===== config.mk =====
export PLATFORM = sky130hd
export DESIGN_NAME = nor_prog_sequencer
export DESIGN_NICKNAME = d
export VERILOG_FILES = /design/src/rtl/nps_pkg.sv /design/src/rtl/nps_cmd_gen.sv /design/src/rtl/nps_wr_timer.sv /design/src/rtl/nps_seq_ctrl.sv /design/src/rtl/nor_prog_sequencer.sv
export SDC_FILE = /design/constraint.sdc
export NUM_CORES = 1
export LEC_CHECK = 0
export BUFFER_PORTS_ARGS = -buffer_cell sky130_fd_sc_hd__buf_2
export CORE_MARGIN = 2
export CORE_UTILIZATION = 53
export DETAILED_ROUTE_END_ITERATION = 7
export GPL_TIMING_DRIVEN = 0
export HOLD_SLACK_MARGIN = 0.02
export PLACE_DENSITY = 0.86
export SLEW_MARGIN = 20
export SYNTH_ARGS = -nofsm -noshare
export SYNTH_HDL_FRONTEND = slang
export SYNTH_SLANG_ARGS = --single-unit

===== constraint.sdc =====
create_clock -name clk -period 2.5 [get_ports clk]
set_input_delay 0.25 -clock clk [delete_from_list [all_inputs] [get_ports clk]]
set_output_delay 0.25 -clock clk [all_outputs]
set_load 0.01 [all_outputs]

===== src/rtl/nps_pkg.sv =====
package nps_pkg;

   typedef enum logic [2:0] {
      ST_IDLE,
      ST_LEAVE_A,
      ST_LEAVE_B,
      ST_UNLOCK_A,
      ST_UNLOCK_B,
      ST_ENTER,
      ST_PROG_CMD,
      ST_PROG_DATA
   } step_e;

   localparam logic [1:0] OP_PROGRAM    = 2'b00;
   localparam logic [1:0] OP_LEAVE      = 2'b01;
   localparam logic [1:0] OP_ERASE_SECT = 2'b10;
   localparam logic [1:0] OP_ERASE_ALL  = 2'b11;

   localparam logic [11:0] ADR_UNLOCK_A = 12'h555;
   localparam logic [11:0] ADR_UNLOCK_B = 12'h2AA;
   localparam logic [11:0] ADR_LEAVE    = 12'h000;

   localparam logic [7:0] CMD_UNLOCK_A = 8'hAA;
   localparam logic [7:0] CMD_UNLOCK_B = 8'h55;
   localparam logic [7:0] CMD_ENTER    = 8'h20;
   localparam logic [7:0] CMD_PROGRAM  = 8'hA0;
   localparam logic [7:0] CMD_LEAVE_A  = 8'h90;
   localparam logic [7:0] CMD_LEAVE_B  = 8'h00;

endpackage


===== src/rtl/nps_cmd_gen.sv =====
module nps_cmd_gen
   import nps_pkg::*;
#(
   parameter int ADDR_W = 22,
   parameter int DATA_W = 16
) (
   input  step_e               step,
   input  logic [ADDR_W-1:0]   tgt_addr,
   input  logic [DATA_W-1:0]   tgt_data,
   output logic [ADDR_W-1:0]   cyc_addr,
   output logic [DATA_W-1:0]   cyc_data
);

   localparam int PAD_A = ADDR_W - 12;
   localparam int PAD_D = DATA_W - 8;

   function automatic logic [ADDR_W-1:0] wide_a(input logic [11:0] a);
      return {{PAD_A{1'b0}}, a};
   endfunction

   function automatic logic [DATA_W-1:0] wide_d(input logic [7:0] d);
      return {{PAD_D{1'b0}}, d};
   endfunction

   always_comb begin
      cyc_addr = '0;
      cyc_data = '0;
      case (step)
         ST_LEAVE_A: begin
            cyc_addr = wide_a(ADR_LEAVE);
            cyc_data = wide_d(CMD_LEAVE_A);
         end
         ST_LEAVE_B: begin
            cyc_addr = wide_a(ADR_LEAVE);
            cyc_data = wide_d(CMD_LEAVE_B);
         end
         ST_UNLOCK_A: begin
            cyc_addr = wide_a(ADR_UNLOCK_A);
            cyc_data = wide_d(CMD_UNLOCK_A);
         end
         ST_UNLOCK_B: begin
            cyc_addr = wide_a(ADR_UNLOCK_B);
            cyc_data = wide_d(CMD_UNLOCK_B);
         end
         ST_ENTER: begin
            cyc_addr = wide_a(ADR_UNLOCK_A);
            cyc_data = wide_d(CMD_ENTER);
         end
         ST_PROG_CMD: begin
            cyc_addr = wide_a(ADR_UNLOCK_A);
            cyc_data = wide_d(CMD_PROGRAM);
         end
         ST_PROG_DATA: begin
            cyc_addr = tgt_addr;
            cyc_data = tgt_data;
         end
         default: begin
            cyc_addr = '0;
            cyc_data = '0;
         end
      endcase
   end

endmodule


===== src/rtl/nps_wr_timer.sv =====
module nps_wr_timer #(
   parameter int SETUP_CYC = 2,
   parameter int PULSE_CYC = 3
) (
   input  logic clk,
   input  logic rst_n,
   input  logic start,
   output logic cyc_on,
   output logic we_on,
   output logic done
);

   localparam int MAX_CYC = (SETUP_CYC > PULSE_CYC) ? SETUP_CYC : PULSE_CYC;
   localparam int CNT_W   = (MAX_CYC > 1) ? $clog2(MAX_CYC) : 1;

   typedef enum logic [1:0] {T_IDLE, T_SETUP, T_PULSE, T_HOLD} tstate_e;

   tstate_e state_q, state_d;
   logic    setup_last;
   logic    pulse_last;

   generate
      if (MAX_CYC > 1) begin : g_cnt
         logic [CNT_W-1:0] cnt_q;
         always_ff @(posedge clk or negedge rst_n) begin
            if (!rst_n)                  cnt_q <= '0;
            else if (state_d != state_q) cnt_q <= '0;
            else                         cnt_q <= cnt_q + 1'b1;
         end
         assign setup_last = (cnt_q == CNT_W'(SETUP_CYC - 1));
         assign pulse_last = (cnt_q == CNT_W'(PULSE_CYC - 1));
      end else begin : g_nocnt
         assign setup_last = 1'b1;
         assign pulse_last = 1'b1;
      end
   endgenerate

   always_comb begin
      state_d = state_q;
      case (state_q)
         T_IDLE:  if (start)      state_d = T_SETUP;
         T_SETUP: if (setup_last) state_d = T_PULSE;
         T_PULSE: if (pulse_last) state_d = T_HOLD;
         T_HOLD:                  state_d = T_IDLE;
         default:                 state_d = T_IDLE;
      endcase
   end

   always_ff @(posedge clk or negedge rst_n) begin
      if (!rst_n) state_q <= T_IDLE;
      else        state_q <= state_d;
   end

   assign cyc_on = (state_q != T_IDLE);
   assign we_on  = (state_q == T_PULSE);
   assign done   = (state_q == T_HOLD);

endmodule


===== src/rtl/nps_seq_ctrl.sv =====
module nps_seq_ctrl
   import nps_pkg::*;
(
   input  logic       clk,
   input  logic       rst_n,
   input  logic       req_valid,
   input  logic [1:0] req_op,
   input  logic       req_bypass,
   input  logic       tmr_done,
   output logic       req_ready,
   output logic       accept,
   output step_e      step,
   output logic       kick,
   output logic       err_flag,
   output logic       bypass_on
);

   step_e step_q;
   logic  kick_q, byp_q, std_q, prog_q, err_q;
   step_e first_step;
   logic  first_std;
   logic  first_prog;
   logic  refuse;
   step_e next_step;

   assign req_ready = (step_q == ST_IDLE);
   assign accept    = req_valid && req_ready;

   always_comb begin
      first_step = ST_IDLE;
      first_std  = 1'b0;
      first_prog = 1'b0;
      refuse     = 1'b0;
      case (req_op)
         OP_PROGRAM: begin
            first_prog = 1'b1;
            if (req_bypass) begin
               first_std  = 1'b0;
               first_step = byp_q ? ST_PROG_CMD : ST_UNLOCK_A;
            end else begin
               first_std  = 1'b1;
               first_step = byp_q ? ST_LEAVE_A : ST_UNLOCK_A;
            end
         end
         OP_LEAVE: begin
            first_step = byp_q ? ST_LEAVE_A : ST_IDLE;
         end
         default: refuse = 1'b1;
      endcase
   end

   always_comb begin
      next_step = ST_IDLE;
      case (step_q)
         ST_LEAVE_A:   next_step = ST_LEAVE_B;
         ST_LEAVE_B:   next_step = prog_q ? ST_UNLOCK_A : ST_IDLE;
         ST_UNLOCK_A:  next_step = ST_UNLOCK_B;
         ST_UNLOCK_B:  next_step = std_q ? ST_PROG_CMD : ST_ENTER;
         ST_ENTER:     next_step = ST_PROG_CMD;
         ST_PROG_CMD:  next_step = ST_PROG_DATA;
         ST_PROG_DATA: next_step = ST_IDLE;
         default:      next_step = ST_IDLE;
      endcase
   end

   always_ff @(posedge clk or negedge rst_n) begin
      if (!rst_n) begin
         step_q <= ST_IDLE;
         kick_q <= 1'b0;
         byp_q  <= 1'b0;
         std_q  <= 1'b0;
         prog_q <= 1'b0;
         err_q  <= 1'b0;
      end else begin
         kick_q <= 1'b0;
         err_q  <= 1'b0;
         if (accept) begin
            err_q  <= refuse;
            step_q <= first_step;
            kick_q <= (first_step != ST_IDLE);
            std_q  <= first_std;
            prog_q <= first_prog;
         end else if (tmr_done && step_q != ST_IDLE) begin
            step_q <= next_step;
            kick_q <= (next_step != ST_IDLE);
            if (step_q == ST_ENTER)   byp_q <= 1'b1;
            if (step_q == ST_LEAVE_B) byp_q <= 1'b0;
         end
      end
   end

   assign step      = step_q;
   assign kick      = kick_q;
   assign err_flag  = err_q;
   assign bypass_on = byp_q;

endmodule


===== src/rtl/nor_prog_sequencer.sv =====
module nor_prog_sequencer
   import nps_pkg::*;
#(
   parameter int ADDR_W    = 22,
   parameter int DATA_W    = 16,
   parameter int SETUP_CYC = 2,
   parameter int PULSE_CYC = 3,
   parameter bit PARK_IDLE = 1'b0
) (
   input  logic              clk,
   input  logic              rst_n,
   input  logic              req_valid,
   output logic              req_ready,
   input  logic [1:0]        req_op,
   input  logic              req_bypass,
   input  logic [ADDR_W-1:0] req_addr,
   input  logic [DATA_W-1:0] req_data,
   output logic [ADDR_W-1:0] bus_addr,
   output logic [DATA_W-1:0] bus_data,
   output logic              bus_ce_n,
   output logic              bus_oe_n,
   output logic              bus_we_n,
   output logic              err_flag,
   output logic              bypass_active
);

   if (ADDR_W < 12) begin : g_bad_addr
      $error("ADDR_W must hold the 12-bit unlock addresses");
   end
   if (DATA_W < 8) begin : g_bad_data
      $error("DATA_W must hold an 8-bit command");
   end
   if (SETUP_CYC < 1 || PULSE_CYC < 1) begin : g_bad_time
      $error("SETUP_CYC and PULSE_CYC must be at least 1");
   end

   logic              accept;
   logic              kick;
   logic              tmr_done;
   logic              cyc_on;
   logic              we_on;
   step_e             step;
   logic [ADDR_W-1:0] tgt_addr_q;
   logic [DATA_W-1:0] tgt_data_q;
   logic [ADDR_W-1:0] cyc_addr;
   logic [DATA_W-1:0] cyc_data;
   logic [ADDR_W-1:0] addr_q;
   logic [DATA_W-1:0] data_q;

   nps_seq_ctrl u_ctrl (
      .clk        (clk),
      .rst_n      (rst_n),
      .req_valid  (req_valid),
      .req_op     (req_op),
      .req_bypass (req_bypass),
      .tmr_done   (tmr_done),
      .req_ready  (req_ready),
      .accept     (accept),
      .step       (step),
      .kick       (kick),
      .err_flag   (err_flag),
      .bypass_on  (bypass_active)
   );

   nps_cmd_gen #(.ADDR_W(ADDR_W), .DATA_W(DATA_W)) u_cmd (
      .step     (step),
      .tgt_addr (tgt_addr_q),
      .tgt_data (tgt_data_q),
      .cyc_addr (cyc_addr),
      .cyc_data (cyc_data)
   );

   nps_wr_timer #(.SETUP_CYC(SETUP_CYC), .PULSE_CYC(PULSE_CYC)) u_tmr (
      .clk    (clk),
      .rst_n  (rst_n),
      .start  (kick),
      .cyc_on (cyc_on),
      .we_on  (we_on),
      .done   (tmr_done)
   );

   always_ff @(posedge clk or negedge rst_n) begin
      if (!rst_n) begin
         tgt_addr_q <= '0;
         tgt_data_q <= '0;
      end else if (accept) begin
         tgt_addr_q <= req_addr;
         tgt_data_q <= req_data;
      end
   end

   generate
      if (PARK_IDLE) begin : g_park
         always_ff @(posedge clk or negedge rst_n) begin
            if (!rst_n) begin
               addr_q <= '0;
               data_q <= '0;
            end else if (kick) begin
               addr_q <= cyc_addr;
               data_q <= cyc_data;
            end else if (!cyc_on) begin
               addr_q <= '0;
               data_q <= '0;
            end
         end
      end else begin : g_keep
         always_ff @(posedge clk or negedge rst_n) begin
            if (!rst_n) begin
               addr_q <= '0;
               data_q <= '0;
            end else if (kick) begin
               addr_q <= cyc_addr;
               data_q <= cyc_data;
            end
         end
      end
   endgenerate

   assign bus_addr = addr_q;
   assign bus_data = data_q;
   assign bus_ce_n = ~cyc_on;
   assign bus_we_n = ~we_on;
   assign bus_oe_n = 1'b1;

endmodule


==> run_summary.xml, run 1 <==
<?xml version="1.0" encoding="UTF-8"?>
<metrics>
  <group name="yosys">
    <metric name="synth.lib_cells_used.distinct" unit="">37</metric>
    <metric name="synth-warning-count" unit="">0</metric>
    <metric name="netlist_instances" unit="">357</metric>
    <metric name="asyncSetResetFlopFracSynth" unit="%">100.0</metric>
    <metric name="synthSimpleGateAreaFrac" unit="%">17.15</metric>
    <metric name="syn-cell-area" unit="um^2">3588</metric>
    <metric name="post_synth_mux_area_share" unit="%">0.5579</metric>
    <metric name="synth_area_per_cell" unit="um^2">10.05</metric>
    <metric name="synth-edff-count" unit="">0</metric>
    <metric name="synth-seq-cells" unit="">88</metric>
    <metric name="area_share_of_fa_ha_maj_cells_after_synthesis" unit="%">0.9763</metric>
    <metric name="yosys.area_share.xor_xnor" unit="%">0</metric>
    <metric name="post_synthesis_compound_gate_area_fraction" unit="%">15.45</metric>
    <metric name="combinational_family_with_the_most_area_after_synthesis" unit="">simple AND/OR/NAND/NOR gates</metric>
    <metric name="synth_seq_area_share" unit="%">61.37</metric>
    <metric name="mappedNetlistNets" unit="">403</metric>
    <metric name="synth_top_flop_cell" unit="">sky130_fd_sc_hd__dfrtp_1</metric>
  </group>
  <group name="clocking">
    <metric name="cts_sinks" unit="">88</metric>
    <metric name="clock_insertion_delay_worst_skew" unit="ps">360</metric>
    <metric name="cts_buffer_depth" unit="">2</metric>
    <metric name="total_clock_buffers_created_by_cts" unit="">9</metric>
    <metric name="cts_max_level" unit="">3</metric>
    <metric name="cts.reportedPaths.clkPinSlew" unit="ps">100</metric>
    <metric name="cts.root.buffer_cell" unit="">sky130_fd_sc_hd__clkbuf_8</metric>
    <metric name="cts_tree" unit="">done</metric>
  </group>
  <group name="sta">
    <metric name="report.final.setup_viol" unit="">0</metric>
    <metric name="report.final.hold_viol_count" unit="">0</metric>
    <metric name="layout_min_cycle_time" unit="ps">2203</metric>
    <metric name="timing.clock.skew" unit="ps">15.05</metric>
    <metric name="hold_slack" unit="ps">74.63</metric>
    <metric name="max-slew-margin-rel" unit="%">34.43</metric>
    <metric name="setup-tns-final" unit="ps">0</metric>
    <metric name="timing.final.crit_share" unit="%">88.11</metric>
    <metric name="final_slew_violations" unit="">0</metric>
    <metric name="max_freq" unit="MHz">454.0</metric>
    <metric name="grt_setup_unrepaired" unit="">no</metric>
    <metric name="worst_pin_slew" unit="ps">969.9</metric>
  </group>
  <group name="setup_path">
    <metric name="worst_ep_arrival_time" unit="ps">2480</metric>
    <metric name="rr_startpoint" unit="">u_ctrl.step[1]</metric>
    <metric name="worst_setup_path_start_kind" unit="">flop</metric>
    <metric name="critical_path_peak_fanout" unit="">10</metric>
    <metric name="critical_path_class" unit="">reg -&gt; reg</metric>
    <metric name="timing.reg2reg.setup_slack" unit="ps">300</metric>
    <metric name="r2r.worst_path.cells" unit="">5</metric>
    <metric name="kind_of_end_point_of_the_critical_path" unit="">flop</metric>
    <metric name="crit_required" unit="ps">2780</metric>
    <metric name="timing.rr.end" unit="">u_ctrl.step[1]</metric>
  </group>
  <group name="floorplan">
    <metric name="dieArea" unit="um^2">7445</metric>
    <metric name="die_w" unit="um">86.29</metric>
    <metric name="initial_standard_cell_utilization_of_the_core" unit="%">55.56</metric>
    <metric name="floorplan.io_pins" unit="">88</metric>
    <metric name="floorplan.core_area" unit="um^2">6459</metric>
    <metric name="std_cell_rows" unit="">29</metric>
    <metric name="chipHeight" unit="um">86.29</metric>
  </group>
  <group name="detailed_routing">
    <metric name="route.vias.total" unit="">3015</metric>
    <metric name="detail_route.iter0.violations" unit="">241</metric>
    <metric name="remaining_design_rule_violation_count" unit="">0</metric>
    <metric name="total_wire_length_after_detailed_routing" unit="mm">8.352</metric>
    <metric name="final_antenna_net_count" unit="">0</metric>
    <metric name="wl_per_cell" unit="um">15.52</metric>
    <metric name="routed_via_density" unit="">5.604</metric>
    <metric name="drt_first_pass_iters" unit="">7</metric>
  </group>
  <group name="pwr">
    <metric name="peakVddDrop" unit="mV">0.6673</metric>
    <metric name="cell_internal_pwr" unit="W">0.003336</metric>
    <metric name="netSwitchingPower" unit="W">0.001959</metric>
    <metric name="p_sw_share" unit="%">37.00</metric>
    <metric name="combPwrFrac" unit="%">34.3</metric>
    <metric name="clkPwrFrac" unit="%">21.6</metric>
    <metric name="post_layout_power" unit="W">0.005296</metric>
    <metric name="p_seq_share" unit="%">44.1</metric>
    <metric name="p_leak" unit="nW">2.317</metric>
    <metric name="power_density" unit="nW/um^2">1205</metric>
  </group>
  <group name="global_routing">
    <metric name="met1_usage" unit="%">31.78</metric>
    <metric name="grt_overflow_total" unit="">0</metric>
    <metric name="grt_pass1_vias" unit="">2859</metric>
    <metric name="globalRouteMet3Util" unit="%">6.667</metric>
    <metric name="global_route.usage.total" unit="%">23.25</metric>
    <metric name="gr-usage-met2" unit="%">35.59</metric>
    <metric name="grt_antenna_before_repair" unit="">0</metric>
    <metric name="grt_pass1_wl" unit="mm">13.34</metric>
    <metric name="grt_max_degree" unit="">53</metric>
    <metric name="grt_most_used_layer" unit="">met2</metric>
  </group>
  <group name="place">
    <metric name="portBuffers" unit="">86</metric>
    <metric name="globalplace.congestion" unit="">0.8501</metric>
    <metric name="post-dp-hpwl" unit="mm">5.665</metric>
  </group>
  <group name="final_layout">
    <metric name="drive_above_1_share" unit="%">23.43</metric>
    <metric name="finish.net_count" unit="">502</metric>
    <metric name="area.growth.synth_to_final" unit="%">22.49</metric>
    <metric name="num_antenna_cells" unit="">0</metric>
    <metric name="post-route-util" unit="%">68.05</metric>
  </group>
  <group name="worst_hold_path">
    <metric name="worst_hold_path.endpoint" unit="">tgt_addr_q[21]</metric>
    <metric name="hold_path_depth" unit="">3</metric>
    <metric name="hold_path.class" unit="">in -&gt; reg</metric>
    <metric name="hold_start" unit="">req_addr[21]</metric>
  </group>
  <group name="job">
    <metric name="timing.max_cap.violations" unit="">0</metric>
  </group>
  <group name="status">
    <metric name="status" unit="">finished, final reports clean</metric>
  </group>
</metrics>
cell usage after synthesis, types with 4 or more instances:
master	count	area share, %
sky130_fd_sc_hd__a21oi_1	10	1.4
sky130_fd_sc_hd__inv_1	14	1.5
sky130_fd_sc_hd__o2bb2ai_1	8	2.0
sky130_fd_sc_hd__o21ai_0	15	2.1
sky130_fd_sc_hd__a31oi_1	5	0.87
sky130_fd_sc_hd__o211ai_1	7	1.5
sky130_fd_sc_hd__nand2_1	123	13
sky130_fd_sc_hd__clkbuf_1	20	2.1
sky130_fd_sc_hd__nor2_1	7	0.73
sky130_fd_sc_hd__dfrtp_1	88	61
sky130_fd_sc_hd__a22o_1	19	4.6
sky130_fd_sc_hd__nor3_1	4	0.56
worst max-delay path: stages, from the launching register on:
cell                       delay, ps
sky130_fd_sc_hd__dfrtp_1         380
sky130_fd_sc_hd__buf_6           140
sky130_fd_sc_hd__nor4b_1         830
sky130_fd_sc_hd__clkbuf_1        490
sky130_fd_sc_hd__nor3_1          120
sky130_fd_sc_hd__a31oi_1         160
placed cells by master (no fill, tap or decap), types with 2 or more instances in the layout:
cell type,count
sky130_fd_sc_hd__nand2_1,123
sky130_fd_sc_hd__a21oi_1,10
sky130_fd_sc_hd__nand3_1,2
sky130_fd_sc_hd__o21ai_0,15
sky130_fd_sc_hd__buf_4,2
sky130_fd_sc_hd__nor3_1,4
sky130_fd_sc_hd__ha_1,2
sky130_fd_sc_hd__o2bb2ai_1,8
sky130_fd_sc_hd__o211ai_1,7
sky130_fd_sc_hd__buf_6,2
sky130_fd_sc_hd__inv_1,14
sky130_fd_sc_hd__clkbuf_8,10
sky130_fd_sc_hd__nand2b_1,2
sky130_fd_sc_hd__clkbuf_1,20
sky130_fd_sc_hd__dfrtp_1,88
sky130_fd_sc_hd__a211o_1,3
sky130_fd_sc_hd__clkinv_4,2
sky130_fd_sc_hd__and2_1,2
sky130_fd_sc_hd__bufinv_16,2
sky130_fd_sc_hd__buf_2,85
sky130_fd_sc_hd__nor2_1,7
sky130_fd_sc_hd__mux2i_1,2
sky130_fd_sc_hd__a22o_1,19
sky130_fd_sc_hd__nor2b_1,3
sky130_fd_sc_hd__o31ai_1,3
sky130_fd_sc_hd__a31oi_1,5
registers in the layout, indices dropped and copies added, names as in the netlist:
signal / flops
u_ctrl.err_flag: 1
u_ctrl.prog_q: 1
bus_addr: 22
u_tmr.g_cnt.cnt_q: 2
bus_data: 16
tgt_addr_q: 22
tgt_data_q: 16
u_ctrl.kick: 1
u_ctrl.std_q: 1
u_ctrl.bypass_on: 1
u_ctrl.step: 3
u_tmr.state_q: 2
cells by family (layout without fill, tap and decap cells):
family	Yosys count	after routing
AND/OR/NAND/NOR	149	149
flip-flops	88	88
AO/OA/AOI/OAI	77	77
buffers and inverters	37	141
adder cells (fa/ha/maj)	3	3
multiplexers	2	2
other	1	1
worst max-delay path by stage:
stage                   startpoint              to  slack (ps)  cells after the start
finish              u_ctrl.step[1]  u_ctrl.step[1]         300                      5
global route        u_ctrl.step[1]  u_ctrl.step[1]          70                      5
CTS                 u_ctrl.step[1]  u_ctrl.step[1]         330                      5
detailed placement  u_ctrl.step[1]  u_ctrl.step[1]         360                      5
global placement    u_ctrl.step[1]  u_ctrl.step[1]         390                      5
floorplan           u_ctrl.step[1]  u_ctrl.step[1]         680                      5
timing repair:
item,4_1_cts,5_1_grt
setup buffers,0,0
hold buffers,1,0
gates resized for setup,0,0
endpoints found under the hold margin,36,0
routing by layer:
metal | routed length [um] | share of wire, %
met5 | 0 | 0
met4 | 172 | 2.1
met3 | 527 | 6.3
met2 | 4022 | 48
met1 | 3630 | 43
cell type report:
cell class	count	area, um^2
flip-flops and latches	88	2202
fillers	503	2063
multi-input cells	232	1229
repair buffers	88	470.5
clock buffers	10	137.6
plain buffers	23	105.1
clock inverters	6	102.6
well taps	77	96.34
inverters	14	52.55
per-stage QoR:
step	setup WS (ps)	std cells	cell area, um^2
floorplan	677.8	357	3588
global placement	392.4	520	4115
detailed placement	359.2	521	4145
CTS	329.5	538	4395
global route	69.44	538	4395
finish	297.3	538	4395
power by group through the flow:
stage,Clock (W),Combinational [W],Sequential (W)
floorplan,0,0.00109,0.00239
global placement,0,0.00170,0.00233
detailed placement,0,0.00179,0.00235
CTS,0.00116,0.00182,0.00233
global route,0.00122,0.00203,0.00239
finish,0.00114,0.00182,0.00234
(Power assumes the default switching activity.)
==> run 2: changes to the inputs <==
CORE_MARGIN = 5   (was 2)
MAX_ROUTING_LAYER = met4   (was unset)
SLEW_MARGIN = unset   (was 20)
==> run 2 against run 1 <==
Against the previous run:
- first-iteration DRC count decreased by 29%
- via count decreased by 3.1%
- power decreased by 2.7%
- largest cell class unchanged
- critical path depth unchanged
- non-clock buffer count unchanged
- routed wire length increased by 0.44%
==> run_summary.xml, run 2 (synthesis results as in run 1) <==
<?xml version="1.0" encoding="UTF-8"?>
<metrics>
  <group name="detailed_routing">
    <metric name="routed_via_density" unit="">5.403</metric>
    <metric name="remaining_design_rule_violation_count" unit="">0</metric>
    <metric name="final_antenna_net_count" unit="">0</metric>
    <metric name="detail_route.iter0.violations" unit="">170</metric>
    <metric name="route.vias.total" unit="">2923</metric>
    <metric name="total_wire_length_after_detailed_routing" unit="mm">8.389</metric>
    <metric name="drt_first_pass_iters" unit="">4</metric>
    <metric name="wl_per_cell" unit="um">15.51</metric>
  </group>
  <group name="sta">
    <metric name="layout_min_cycle_time" unit="ps">2269</metric>
    <metric name="max-slew-margin-rel" unit="%">29.88</metric>
    <metric name="timing.final.crit_share" unit="%">90.77</metric>
    <metric name="grt_setup_unrepaired" unit="">no</metric>
    <metric name="max_freq" unit="MHz">440.7</metric>
    <metric name="setup-tns-final" unit="ps">0</metric>
    <metric name="report.final.setup_viol" unit="">0</metric>
    <metric name="timing.clock.skew" unit="ps">8.048</metric>
    <metric name="final_slew_violations" unit="">0</metric>
    <metric name="report.final.hold_viol_count" unit="">0</metric>
    <metric name="worst_pin_slew" unit="ps">1037</metric>
  </group>
  <group name="final_layout">
    <metric name="final_common_cell" unit="">sky130_fd_sc_hd__nand2_1</metric>
    <metric name="finalNonFillerCells" unit="">541</metric>
    <metric name="drive_above_1_share" unit="%">23.21</metric>
    <metric name="post-route-util" unit="%">65.32</metric>
    <metric name="finish.net_count" unit="">502</metric>
    <metric name="commonest_cells_after_routing_fill_and_taps_aside" unit="">sky130_fd_sc_hd__nand2_1, sky130_fd_sc_hd__dfrtp_1, sky130_fd_sc_hd__buf_2</metric>
    <metric name="num_antenna_cells" unit="">0</metric>
    <metric name="area.growth.synth_to_final" unit="%">21.62</metric>
  </group>
  <group name="setup_path">
    <metric name="critical_path_peak_fanout" unit="">10</metric>
    <metric name="timing.reg2reg.setup_slack" unit="ps">230</metric>
    <metric name="worst_ep_arrival_time" unit="ps">2550</metric>
    <metric name="crit_required" unit="ps">2780</metric>
    <metric name="worst_setup_path_start_kind" unit="">flop</metric>
    <metric name="kind_of_end_point_of_the_critical_path" unit="">flop</metric>
    <metric name="critical_path_class" unit="">reg -&gt; reg</metric>
  </group>
  <group name="floorplan">
    <metric name="dieArea" unit="um^2">8517</metric>
    <metric name="initial_standard_cell_utilization_of_the_core" unit="%">53.71</metric>
    <metric name="floorplan.io_pins" unit="">88</metric>
    <metric name="floorplan.core_area" unit="um^2">6681</metric>
    <metric name="std_cell_rows" unit="">30</metric>
    <metric name="chipHeight" unit="um">92.29</metric>
    <metric name="die_w" unit="um">92.29</metric>
  </group>
  <group name="clocking">
    <metric name="buffer_count_from_post_cts_setup_fixing" unit="">0</metric>
    <metric name="total_clock_buffers_created_by_cts" unit="">9</metric>
    <metric name="cts_buffer_depth" unit="">2</metric>
    <metric name="cts_max_level" unit="">3</metric>
    <metric name="cts_sinks" unit="">88</metric>
    <metric name="hold_buffers" unit="">1</metric>
    <metric name="cts_tree" unit="">done</metric>
    <metric name="cts_resized" unit="">0</metric>
    <metric name="clock_insertion_delay_worst_skew" unit="ps">360</metric>
    <metric name="cts.reportedPaths.clkPinSlew" unit="ps">90</metric>
    <metric name="cts.root.buffer_cell" unit="">sky130_fd_sc_hd__clkbuf_8</metric>
  </group>
  <group name="global_routing">
    <metric name="grt_pass1_vias" unit="">2953</metric>
    <metric name="global_route.usage.total" unit="%">21.75</metric>
    <metric name="grt_antenna_before_repair" unit="">0</metric>
    <metric name="grt_overflow_total" unit="">0</metric>
    <metric name="grt_max_degree" unit="">51</metric>
    <metric name="grt_pass1_wl" unit="mm">14.19</metric>
  </group>
  <group name="pwr">
    <metric name="power_density" unit="nW/um^2">1180</metric>
    <metric name="p_leak" unit="nW">2.297</metric>
    <metric name="peakVddDrop" unit="mV">0.5730</metric>
  </group>
  <group name="place">
    <metric name="placed_cells" unit="">524</metric>
    <metric name="portBuffers" unit="">86</metric>
    <metric name="globalplace.congestion" unit="">0.8692</metric>
    <metric name="post-dp-hpwl" unit="mm">5.921</metric>
  </group>
  <group name="worst_hold_path">
    <metric name="hold_path.class" unit="">in -&gt; reg</metric>
  </group>
  <group name="job">
    <metric name="timing.max_cap.violations" unit="">0</metric>
  </group>
  <group name="status">
    <metric name="status" unit="">finished, final reports clean</metric>
  </group>
</metrics>
==> run 2: per-layer routing <==
metal  part of all wire (%)  global-route usage (%)  vias to the layer above
li1                       -                       -                     1401
met1                     44                   29.27                     1410
met2                     48                   32.85                       97
met3                    5.9                   4.266                       15
met4                    1.8                   8.416                        0
met5                      0                       -                        -
==> run 2: through the flow <==
stage               cell area (um^2)  total power, W  setup WS [ps]  hold WS [ps]
finish                          4364        0.005152          230.7         73.30
global placement                4119        0.004039          319.4         439.8
floorplan                       3588        0.003478          677.8        -45.59
detailed placement              4149        0.004151          270.8         263.7
CTS                             4364        0.005173          231.5         65.65
global route                    4364        0.005523          77.09         73.49
==> run 2: path summary, 6_finish.rpt <==
path | startpoint | to | cells past startpoint
max | u_ctrl.step[1] | u_ctrl.step[1] | 5
min | req_addr[16] | tgt_addr_q[16] | 3
max reg2reg | u_ctrl.step[1] | u_ctrl.step[1] | 5
min reg2reg | u_tmr.g_cnt.cnt_q[0] | u_tmr.g_cnt.cnt_q[0] | 1
max in group asynchronous | rst_n | tgt_addr_q[12] | 3
min in group asynchronous | rst_n | tgt_addr_q[6] | 2
==> run 2: critical path: stages (launching register included) <==
cell and delay, ps:
sky130_fd_sc_hd__dfrtp_1 380, sky130_fd_sc_hd__buf_6 140, sky130_fd_sc_hd__nor4b_1 880, sky130_fd_sc_hd__clkbuf_1 510, sky130_fd_sc_hd__nor3_1 120, sky130_fd_sc_hd__a31oi_1 160
==> run 2: report_power, final <==
| group | internal, W | switching (W) |
|---|---|---|
| combinational | 0.000732 | 0.00107 |
| sequential | 0.00200 | 0.000329 |
| clock | 0.000497 | 0.000524 |
==> run 2: layout make-up <==
cell class              instances  area [um^2]
fillers                       537         2317
flip-flops and latches         88         2202
multi-input cells             232         1229
repair buffers                 88        470.5
clock buffers                  11        141.4
plain buffers                  23        105.1
well taps                      80        100.1
clock inverters                 5        63.81
inverters                      14        52.55
==> run 3: changes to the inputs <==
CORE_UTILIZATION = 57   (was 53)
CTS_BUF_LIST = sky130_fd_sc_hd__clkbuf_4 sky130_fd_sc_hd__clkbuf_8 sky130_fd_sc_hd__clkbuf_16   (was unset)
PLACE_DENSITY = unset   (was 0.86)
PLACE_DENSITY_LB_ADDON = 0.1   (was unset)
clock period = 2.8 ns   (was 2.5 ns; I/O delays follow)
==> run 3 against run 2 <==
Against the previous run:
- first-iteration DRC count shrank 26%
- clock power shrank 11%
- critical path type unchanged
- register-to-register slack gained 400 ps
- critical path depth is the same
- combinational power shrank 13%
- sequential power shrank 11%
- non-clock buffer count is the same
- flip-flop and latch count is the same
- highest routed layer unchanged
==> run_summary.xml, run 3 (synthesis results as in run 1) <==
<?xml version="1.0" encoding="UTF-8"?>
<metrics>
  <group name="detailed_routing">
    <metric name="remaining_design_rule_violation_count" unit="">0</metric>
    <metric name="drt_first_pass_iters" unit="">4</metric>
    <metric name="route.vias.total" unit="">2897</metric>
    <metric name="wl_per_cell" unit="um">14.76</metric>
    <metric name="final_antenna_net_count" unit="">0</metric>
    <metric name="routed_via_density" unit="">5.385</metric>
    <metric name="total_wire_length_after_detailed_routing" unit="mm">7.939</metric>
    <metric name="detail_route.iter0.violations" unit="">125</metric>
  </group>
  <group name="final_layout">
    <metric name="drive_above_1_share" unit="%">23.43</metric>
    <metric name="post-route-util" unit="%">69.91</metric>
    <metric name="sequential_cell_area_in_the_final_layout" unit="um^2">2202</metric>
    <metric name="multi_input_gate_area_in_the_final_layout" unit="um^2">1229</metric>
    <metric name="num_antenna_cells" unit="">0</metric>
    <metric name="n_fill_cell" unit="">505</metric>
    <metric name="final_common_cell" unit="">sky130_fd_sc_hd__nand2_1</metric>
    <metric name="commonest_cells_after_routing_fill_and_taps_aside" unit="">sky130_fd_sc_hd__nand2_1, sky130_fd_sc_hd__dfrtp_1, sky130_fd_sc_hd__buf_2</metric>
    <metric name="finish.net_count" unit="">502</metric>
    <metric name="area.growth.synth_to_final" unit="%">21.58</metric>
  </group>
  <group name="global_routing">
    <metric name="grt_max_degree" unit="">50</metric>
    <metric name="grt_overflow_total" unit="">0</metric>
    <metric name="grt_pass1_wl" unit="mm">12.88</metric>
    <metric name="grt_antenna_before_repair" unit="">0</metric>
    <metric name="global_route.usage.total" unit="%">21.99</metric>
    <metric name="grt_pass1_vias" unit="">2764</metric>
  </group>
  <group name="place">
    <metric name="globalplace.congestion" unit="">0.9069</metric>
    <metric name="placement.setup.worst_slack" unit="ps">573.9</metric>
    <metric name="portBuffers" unit="">86</metric>
    <metric name="post-dp-hpwl" unit="mm">5.642</metric>
  </group>
  <group name="setup_path">
    <metric name="worst_ep_arrival_time" unit="ps">2440</metric>
    <metric name="r2r.worst_path.cells" unit="">5</metric>
    <metric name="kind_of_end_point_of_the_critical_path" unit="">flop</metric>
    <metric name="critical_path_peak_fanout" unit="">10</metric>
    <metric name="worst_setup_path_start_kind" unit="">flop</metric>
    <metric name="critical_path_class" unit="">reg -&gt; reg</metric>
    <metric name="crit_required" unit="ps">3070</metric>
  </group>
  <group name="floorplan">
    <metric name="floorplan.io_pins" unit="">88</metric>
    <metric name="die_w" unit="um">89.35</metric>
    <metric name="floorplan.core_area" unit="um^2">6241</metric>
    <metric name="initial_standard_cell_utilization_of_the_core" unit="%">57.50</metric>
    <metric name="std_cell_rows" unit="">29</metric>
    <metric name="dieArea" unit="um^2">7983</metric>
    <metric name="chipHeight" unit="um">89.35</metric>
  </group>
  <group name="sta">
    <metric name="report.final.hold_viol_count" unit="">0</metric>
    <metric name="layout_min_cycle_time" unit="ps">2165</metric>
    <metric name="timing.final.crit_share" unit="%">77.33</metric>
    <metric name="timing.clock.skew" unit="ps">6.889</metric>
    <metric name="worst_pin_slew" unit="ps">1025</metric>
    <metric name="max-slew-margin-rel" unit="%">30.69</metric>
    <metric name="hold_slack" unit="ps">114.4</metric>
    <metric name="final_slew_violations" unit="">0</metric>
    <metric name="post-route-worst-setup-slack" unit="ps">634.8</metric>
    <metric name="grt_setup_unrepaired" unit="">no</metric>
    <metric name="report.final.setup_viol" unit="">0</metric>
    <metric name="setup-tns-final" unit="ps">0</metric>
    <metric name="max_freq" unit="MHz">461.8</metric>
  </group>
  <group name="clocking">
    <metric name="cts.root.buffer_cell" unit="">sky130_fd_sc_hd__clkbuf_8</metric>
    <metric name="clock_insertion_delay_worst_skew" unit="ps">350</metric>
    <metric name="cts_max_level" unit="">3</metric>
    <metric name="total_clock_buffers_created_by_cts" unit="">9</metric>
    <metric name="cts.reportedPaths.clkPinSlew" unit="ps">90</metric>
    <metric name="cts_buffer_depth" unit="">2</metric>
    <metric name="buffer_count_from_post_cts_setup_fixing" unit="">0</metric>
    <metric name="cts_resized" unit="">0</metric>
    <metric name="cts_sinks" unit="">88</metric>
    <metric name="cts_tree" unit="">done</metric>
    <metric name="hold_buffers" unit="">1</metric>
  </group>
  <group name="pwr">
    <metric name="p_leak" unit="nW">2.302</metric>
    <metric name="power_density" unit="nW/um^2">1044</metric>
    <metric name="peakVddDrop" unit="mV">0.5847</metric>
    <metric name="post_layout_power" unit="W">0.004556</metric>
  </group>
  <group name="worst_hold_path">
    <metric name="hold_path_depth" unit="">3</metric>
    <metric name="hold_path.class" unit="">in -&gt; reg</metric>
  </group>
  <group name="status">
    <metric name="status" unit="">finished, final reports clean</metric>
  </group>
  <group name="job">
    <metric name="timing.max_cap.violations" unit="">0</metric>
  </group>
</metrics>
run 3: cell types whose count changed in the layout (fill, tap and decap cells not counted), sizes merged:
cell	previous run	this run
clkinv	2	1
inv	15	16
run 3: layout make-up:
class | instances | share of cell area [%]
Tap cell | 77 | 2.208
Buffer | 23 | 2.409
Sequential cell | 88 | 50.47
Clock buffer | 11 | 3.327
Timing Repair Buffer | 88 | 10.78
Multi-Input combinational cell | 232 | 28.16
Clock inverter | 5 | 1.434
Inverter | 14 | 1.204
run 3: power breakdown:
part           switching [W]  internal, W  leakage, nW
clock               0.000450     0.000455        0.105
sequential          0.000294      0.00178         1.13
combinational       0.000918     0.000654         1.06
total                0.00166      0.00289         2.30
run 3: through the flow:
step | cell area, um^2 | instances
6_report | 4363 | 538
5_1_grt | 4363 | 538
4_1_cts | 4363 | 538
3_5_place_dp | 4145 | 521
3_3_place_gp | 4115 | 520
2_1_floorplan | 3588 | 357
run 3: worst max-delay path, stage by stage, from the launching register on:
cell                       delay [ps]
sky130_fd_sc_hd__dfrtp_1          380
sky130_fd_sc_hd__buf_6            140
sky130_fd_sc_hd__nor4b_1          870
sky130_fd_sc_hd__clkbuf_1         450
sky130_fd_sc_hd__nor3_1           100
sky130_fd_sc_hd__a31oi_1          150
run 3: layer usage:
metal / wire length, um / part of all wire (%) / up-vias / GRT usage [%]
li1: - / - / 1401 / -
met1: 3535 / 45 / 1395 / 30.76
met2: 3801 / 48 / 91 / 32.62
met3: 499 / 6.3 / 10 / 3.594
met4: 102 / 1.3 / 0 / 7.984
met5: 0 / 0 / - / -
run 3: final timing paths:
path	startpoint	to	slack (ps)
max	u_ctrl.step[1]	u_ctrl.step[1]	630
min	req_addr[13]	tgt_addr_q[13]	110
max reg2reg	u_ctrl.step[1]	u_ctrl.step[1]	630
min reg2reg	u_tmr.g_cnt.cnt_q[0]	u_tmr.g_cnt.cnt_q[0]	470
max in group asynchronous	rst_n	bus_data[1]	1750
min in group asynchronous	rst_n	u_tmr.state_q[1]	450
